==> src/rtl/part_string_decoder.sv <==
module part_string_decoder #(
  parameter int AW = 16,
  parameter int BW = 16,
  parameter logic [15:0] GUARD = 16'hFAFA,
  parameter logic [AW-1:0] OFF_A = AW'(8),
  parameter logic [AW-1:0] OFF_B = AW'(9)
) (
  input  logic          clk,
  input  logic          rst_n,
  input  logic          start,
  input  logic [BW-1:0] buf_size,
  output logic          busy,
  output logic          rd_req,
  output logic [AW-1:0] rd_addr,
  input  logic          rd_ack,
  input  logic          rd_err,
  input  logic [15:0]   rd_data,
  output logic          out_valid,
  output logic [7:0]    out_byte,
  input  logic          out_ready,
  output logic          done,
  output logic [1:0]    err_code
);
  localparam logic [1:0] E_OK = 2'd0, E_READ = 2'd1, E_SECT = 2'd2, E_SPACE = 2'd3;
  localparam logic [3:0] LEG_LAST = 4'd10;

  typedef enum logic [3:0] {
    S_IDLE, S_RD_A, S_RD_B, S_RD_LEN, S_RD_STR,
    S_LEG, S_HI, S_LO, S_NUL, S_DONE
  } state_t;

  state_t        state;
  logic [15:0]   word;
  logic [AW-1:0] ptr;
  logic [15:0]   cnt;
  logic [3:0]    idx;
  logic [BW-1:0] bsz;
  logic [1:0]    err;

  function automatic logic [7:0] hexc(input logic [3:0] n);
    return (n < 4'd10) ? (8'h30 + 8'(n)) : (8'h37 + 8'(n));
  endfunction

  logic [15:0] pw;
  logic [7:0]  leg_byte;
  logic [31:0] need;
  logic        small_buf;

  assign pw = 16'(ptr);
  assign need = {15'd0, rd_data, 1'b0} - 32'd1;
  assign small_buf = 32'(bsz) < need;

  always_comb begin
    case (idx)
      4'd0:    leg_byte = hexc(word[15:12]);
      4'd1:    leg_byte = hexc(word[11:8]);
      4'd2:    leg_byte = hexc(word[7:4]);
      4'd3:    leg_byte = hexc(word[3:0]);
      4'd4:    leg_byte = hexc(pw[15:12]);
      4'd5:    leg_byte = hexc(pw[11:8]);
      4'd6:    leg_byte = 8'h2D;
      4'd8:    leg_byte = hexc(pw[7:4]);
      4'd9:    leg_byte = hexc(pw[3:0]);
      default: leg_byte = 8'h00;
    endcase
  end

  assign busy      = state != S_IDLE;
  assign done      = state == S_DONE;
  assign err_code  = err;
  assign rd_req    = state inside {S_RD_A, S_RD_B, S_RD_LEN, S_RD_STR};
  assign out_valid = state inside {S_LEG, S_HI, S_LO, S_NUL};

  always_comb begin
    case (state)
      S_RD_A:  rd_addr = OFF_A;
      S_RD_B:  rd_addr = OFF_B;
      default: rd_addr = ptr;
    endcase
  end

  always_comb begin
    case (state)
      S_LEG:   out_byte = leg_byte;
      S_HI:    out_byte = word[15:8];
      S_LO:    out_byte = word[7:0];
      default: out_byte = 8'h00;
    endcase
  end

  always_ff @(posedge clk) begin
    if (!rst_n) begin
      state <= S_IDLE;
      word  <= '0;
      ptr   <= '0;
      cnt   <= '0;
      idx   <= '0;
      bsz   <= '0;
      err   <= E_OK;
    end else begin
      case (state)
        S_IDLE: if (start) begin
          bsz   <= buf_size;
          err   <= E_OK;
          state <= S_RD_A;
        end
        S_RD_A: if (rd_ack) begin
          if (rd_err) begin
            err <= E_READ; state <= S_DONE;
          end else begin
            word <= rd_data; state <= S_RD_B;
          end
        end
        S_RD_B: if (rd_ack) begin
          ptr <= AW'(rd_data);
          if (rd_err) begin
            err <= E_READ; state <= S_DONE;
          end else if (word != GUARD) begin
            idx <= '0;
            if (32'(bsz) < 32'd11) begin
              err <= E_SPACE; state <= S_DONE;
            end else begin
              state <= S_LEG;
            end
          end else begin
            state <= S_RD_LEN;
          end
        end
        S_RD_LEN: if (rd_ack) begin
          if (rd_err) begin
            err <= E_READ; state <= S_DONE;
          end else if (rd_data == 16'h0000 || rd_data == 16'hFFFF) begin
            err <= E_SECT; state <= S_DONE;
          end else if (small_buf) begin
            err <= E_SPACE; state <= S_DONE;
          end else begin
            cnt   <= rd_data - 16'd1;
            ptr   <= ptr + AW'(1);
            state <= (rd_data == 16'd1) ? S_NUL : S_RD_STR;
          end
        end
        S_RD_STR: if (rd_ack) begin
          if (rd_err) begin
            err <= E_READ; state <= S_DONE;
          end else begin
            word <= rd_data; state <= S_HI;
          end
        end
        S_LEG: if (out_ready) begin
          if (idx == LEG_LAST) state <= S_DONE;
          else idx <= idx + 4'd1;
        end
        S_HI: if (out_ready) state <= S_LO;
        S_LO: if (out_ready) begin
          ptr   <= ptr + AW'(1);
          cnt   <= cnt - 16'd1;
          state <= (cnt == 16'd1) ? S_NUL : S_RD_STR;
        end
        S_NUL: if (out_ready) state <= S_DONE;
        default: state <= S_IDLE;
      endcase
    end
  end
endmodule

==> config.mk <==
export PLATFORM = sky130hd
export DESIGN_NAME = part_string_decoder
export DESIGN_NICKNAME = d
export VERILOG_FILES = /design/src/rtl/part_string_decoder.sv
export SDC_FILE = /design/constraint.sdc
export NUM_CORES = 1
export LEC_CHECK = 0
export BUFFER_PORTS_ARGS = -buffer_cell sky130_fd_sc_hd__buf_2
export CAP_MARGIN = 20
export CORE_UTILIZATION = 50
export CTS_CLUSTER_SIZE = 28
export DETAILED_ROUTE_END_ITERATION = 7
export GPL_TIMING_DRIVEN = 0
export PLACE_DENSITY = 0.7
export SLEW_MARGIN = 20
export SYNTH_ARGS = -nofsm -noshare
export SYNTH_HDL_FRONTEND = slang
export SYNTH_SLANG_ARGS = --single-unit
==> constraint.sdc <==
create_clock -name clk -period 7.7 [get_ports clk]
set_input_delay 1.155 -clock clk [delete_from_list [all_inputs] [get_ports clk]]
set_output_delay 1.155 -clock clk [all_outputs]
set_load 0.03 [all_outputs]
Yosys cells after proc, flatten, opt, wreduce, memory -nomap -nowiden
Index checks and enable logic that the tools add are counted.
{"block": "classes", "div_mod_pow": 0, "eq_ne": 43, "muxes": 63, "n_bitwise": 1, "add_sub_neg": 21, "n_mul": 0, "reduce_logical": 19, "order_cmp": 10, "n_shift": 0}
{"op": "$mux 16", "n": 11}
{"op": "$add 6x4->7 const A", "n": 16}
{"op": "$mux 4", "n": 25}
{"op": "$pmux 16 s2", "n": 2}
{"op": "$pmux 7 s9", "n": 1}
{"op": "$mux 7", "n": 8}
{"op": "$pmux 16 s3", "n": 1}
{"op": "$pmux 4 s9", "n": 1}
{"op": "$eq 16x1->1 const B", "n": 2}
{"op": "$lt 16x32->1", "n": 1}
{"op": "$lt 4x4->1 const B", "n": 8}
{"op": "$sub 16x1->16 const B", "n": 2}
{"op": "$eq 4x3->1 const B", "n": 7}
{"op": "$ne 2x2->1 const B", "n": 14}
{"op": "$pmux 8 s3", "n": 1}
{"op": "$mux 2", "n": 11}
{"op": "$eq 4x4->1 const B", "n": 5}
{"op": "$sub 17x1->18 const B", "n": 1}
{"op": "$add 16x1->16 const B", "n": 1}
{"op": "$eq 16x16->1 const B", "n": 1}
{"op": "$eq 4x2->1 const B", "n": 4}
{"op": "$logic_not 16->1", "n": 1}
{"op": "$lt 16x4->1 const B", "n": 1}
{"op": "$ne 16x16->1 const B", "n": 1}
{"op": "other kinds (20)", "n": 31}
{"block": "word_totals", "reg_bits": 74, "memories": 0, "latchBits": 0, "romBits": 0, "ramBits": 0}

Depth between registers and ports, before layout
{"block": "logic_depth", "ltp_word": 7, "mapped_depth": 16, "ltp_nobuf": 13}

Worst setup path before layout
No wires, ideal clock.
{"block": "synth_timing", "path_kind": "in2reg", "start": "input port rd_data[2]", "end": "register ptr[0]", "path_slack_ps": 3522, "required_time_ps": 7578, "path_stages": 15, "arrival_ps": 4056, "path_cell_list": "buf_6 > or4_4 > buf_6 > nor4_4 > nand2_1 > xor2_1 > ha_1 > a21oi_1 > nand2_1 > a21oi_1 > o211ai_1 > a21oi_2 > clkbuf_1 > nor3_1 > a311o_1"}
{"block": "synth_via", "elab_chain_cells": 4, "elab_cells_between_ends": 8}
{"element": "from (decl)", "line": "17", "rtl": "input logic [15:0] rd_data,"}
{"element": "$sub 17x1->18, or another cell as far along", "line": "50", "rtl": "assign need = {15'd0, rd_data, 1'b0} - 32'd1;"}
{"element": "$lt 16x32->1 / $logic_or 1x1->1 (equally long branches)", "line": "51, 132"}
{"element": "$ne 2x2->1 (no line)"}
{"element": "$reduce_and 7->1 (no line) (*)"}
{"element": "to (signal assigned)", "line": "115", "rtl": "ptr <= AW'(rd_data);"}
{"element": "to (signal assigned)", "line": "138", "rtl": "ptr <= ptr + AW'(1);"}
{"element": "to (signal assigned)", "line": "155", "rtl": "ptr <= ptr + AW'(1);"}
{"element": "to (decl)", "line": "34", "rtl": "logic [AW-1:0] ptr;"}
Every way passes the cells marked *; elsewhere a longest branch is shown, timed or not.
A chain may end at the register's enable or synchronous reset.

Worst setup path in the final report
{"block": "layout_timing", "start": "input port rd_data[6]", "end": "register ptr[0]"}
The elaborated chain is that of the path after synthesis.

==> results_dict.tcl <==
set metrics [dict create \
    drive_gt1_frac 0.100 \
    run_status "completed" \
    grtUsageTotal 0.327 \
    first_iter_violations 679 \
    routabilityCongestion 0.958 \
    synth-seq-area-share 0.243 \
    nets 1013 \
    dp_cells 1067 \
    core_area_sq_um 11700 \
    fin_area_sq_um 6880 \
    htreeDepth 3 \
    syn_to_final_growth_pct 12.9 \
    num_antenna_cells 0 \
    timing.hold.ws_ns 0.458 \
    hold_viol 0 \
    path_class "input pin to flop" \
    wl_met2_microns 9130 \
    antenna_found_initial 0 \
    yosysTopAreaCell "dfxtp_1" \
    leakagePower_nw 2.64 \
    crit_required_ns 7.93 \
    finalMaxSlewViolations 0 \
    fin_crit_sh 0.594 \
    grt_max_degree 12 \
    cts.repair.resized 0 \
    rows 39 \
    synth_most_common_cell "nand2_1" \
    netlist_instances 861 \
    start_kind "input pin" \
    drc 0 \
    ff_latch_area_sq_um 1480 \
    io_pins 68 \
    synthTopCellsByCount "nand2_1, a21oi_1, nor2_1" \
    cts_num_sinks 74 \
    relSlewSlack 0.452 \
    drt-met1-wl_microns 9010 \
    fill_cells 1163 \
    layoutNonFillerInstCount 1081 \
    placement.cell_area_sq_um 6590 \
    fp.dieW_microns 112 \
    root_buffer "clkbuf_16" \
    synth_warnings 0 \
    crit_fanout 10 \
    rsz0062_at_grt "no" \
    tns_ns 0 \
    async_flop_share 0 \
    yosysTopAreaCellShare 0.243 \
    synth_ff_type "dfxtp_1" \
    worst_slew_pin_slew_ns 0.813 \
    port_buffers 63 \
    skew_ns 0.00949 \
    initial_core_util 0.522 \
    grt_pass1_wl_microns 32100 \
    dr.pass1.iters 5 \
    arrival_ns 4.80 \
    dpl.hpwl_microns 15500 \
    maxCapViolations 0 \
    multi_input_area_sq_um 4230 \
    first_global_vias 6109 \
    cts_buffers 9 \
    synth_area_sq_um 6090 \
    die-area_sq_um 12600 \
    dr_wl_met3_microns 1660 \
    syn_avg_cell_area_sq_um 7.08 \
    ys_ff_latch 74 \
    top_layer_used "met4" \
    yosysUniqueCellTypes 67 \
    finalSetupViolations 0 \
    worstHoldPathType "flop to flop" \
    synthTopCellsByArea "dfxtp_1, ha_1, a21oi_1, nand2_1, nor2_1" \
    p_total_mw 1.65 \
    grt_overflow_total 0 \
    clk_latency_ns 0.34 \
    syn-num-nets 939 \
    cts_tree "done" \
    synth_edf_count 0 \
    via_count 6793 \
    ant_nets 0 \
    clk_pin_slew_ns 0.06 \
    max_freq_mhz 219 \
    totalWireLength_microns 20500 \
    ir_worst_vdd_v 0.000143 \
    setup.worst_path.end_class "flop" \
    ctsLongestPathBuffers 2 \
    post-cts-setup-buffers 0 \
    power.density_nw_per_um2 239 \
    die_y_microns 112 \
    period_needed_ns 4.57 \
    hold_buffers 0 \
    wl_per_cell_microns 18.9 \
    viasPerCell 6.28 \
]
==> worst max-delay path: stages <==
cell and delay, ns:
clkbuf_1 0.22, or4_1 0.67, nor4_4 0.26, nand2_1 0.11
xor2_1 0.29, ha_1 0.33, a21oi_1 0.14, nand2_1 0.07
a21oi_1 0.13, o211ai_1 0.21, a21oi_2 0.34, clkbuf_1 0.42
nor3_1 0.09, a311o_1 0.35
==> per-layer routing <==
metal  track usage  up-vias
met5             0        -
met4         0.122        0
met3        0.0718       59
met2         0.524      345
met1         0.430     3107
li1              -     3282
==> cell usage in the layout, fill, tap and decap left out, types with 9 or more instances in the layout <==
cell | netlist | layout
o21ai_0 | 48 | 48
clkbuf_1 | 58 | 59
a21oi_1 | 97 | 97
and2_1 | 12 | 12
nand3_1 | 30 | 30
o32ai_1 | 11 | 11
nand2_1 | 121 | 121
nor4_1 | 17 | 17
a211oi_1 | 11 | 11
dfxtp_1 | 74 | 74
nand4_1 | 14 | 14
buf_2 | 1 | 64
nor2_1 | 75 | 75
nand2b_1 | 9 | 9
inv_1 | 31 | 31
nor3_1 | 27 | 27
ha_1 | 40 | 40
xnor2_1 | 17 | 17
mux2i_1 | 16 | 16
o22ai_1 | 20 | 20
clkbuf_16 | 0 | 9
==> layout make-up <==
class                           instances  share of cell area
Tap cell                              143              0.0260
Multi-Input combinational cell        691               0.615
Clock inverter                          2             0.00546
Timing Repair Buffer                   63              0.0458
Inverter                               32              0.0175
Sequential cell                        74               0.215
Buffer                                 64              0.0373
Clock buffer                           12              0.0373
==> worst paths after layout <==
check,from,endpoint,slack (ns),depth (start not counted)
worst max-delay path,rd_data[6],ptr[0],3.13,14
worst min-delay path,err_code[0],err_code[0],0.46,2
worst max register to register,state[3],cnt[13],4.79,11
worst min register to register,err_code[0],err_code[0],0.46,2
==> through the flow <==
step,utilization,setup WS (ns)
6_report,0.590,3.13
4_1_cts,0.590,3.25
2_1_floorplan,-,3.52
5_1_grt,0.590,2.97
3_5_place_dp,0.565,2.89
3_3_place_gp,0.565,2.90
==> power breakdown <==
group | internal (mW) | leakage [nW] | switching, mW
clock | 0.265 | 0.141 | 0.158
combinational | 0.229 | 1.90 | 0.498
sequential | 0.436 | 0.600 | 0.0594
==> cells by family after synthesis <==
group | synth area share
xor+xnor | 0.0331
mux | 0.0300
flops | 0.243
fa+ha+maj | 0.0822
simple gates | 0.292
compound gates | 0.258
buf+inv | 0.0618
==> registers in the layout, indices dropped and copies added (netlist names) <==
signal,flops
bsz,16
cnt,16
word,16
ptr,16
state,4
idx,4
err_code,2
Power figures use the tool's default switching activity.
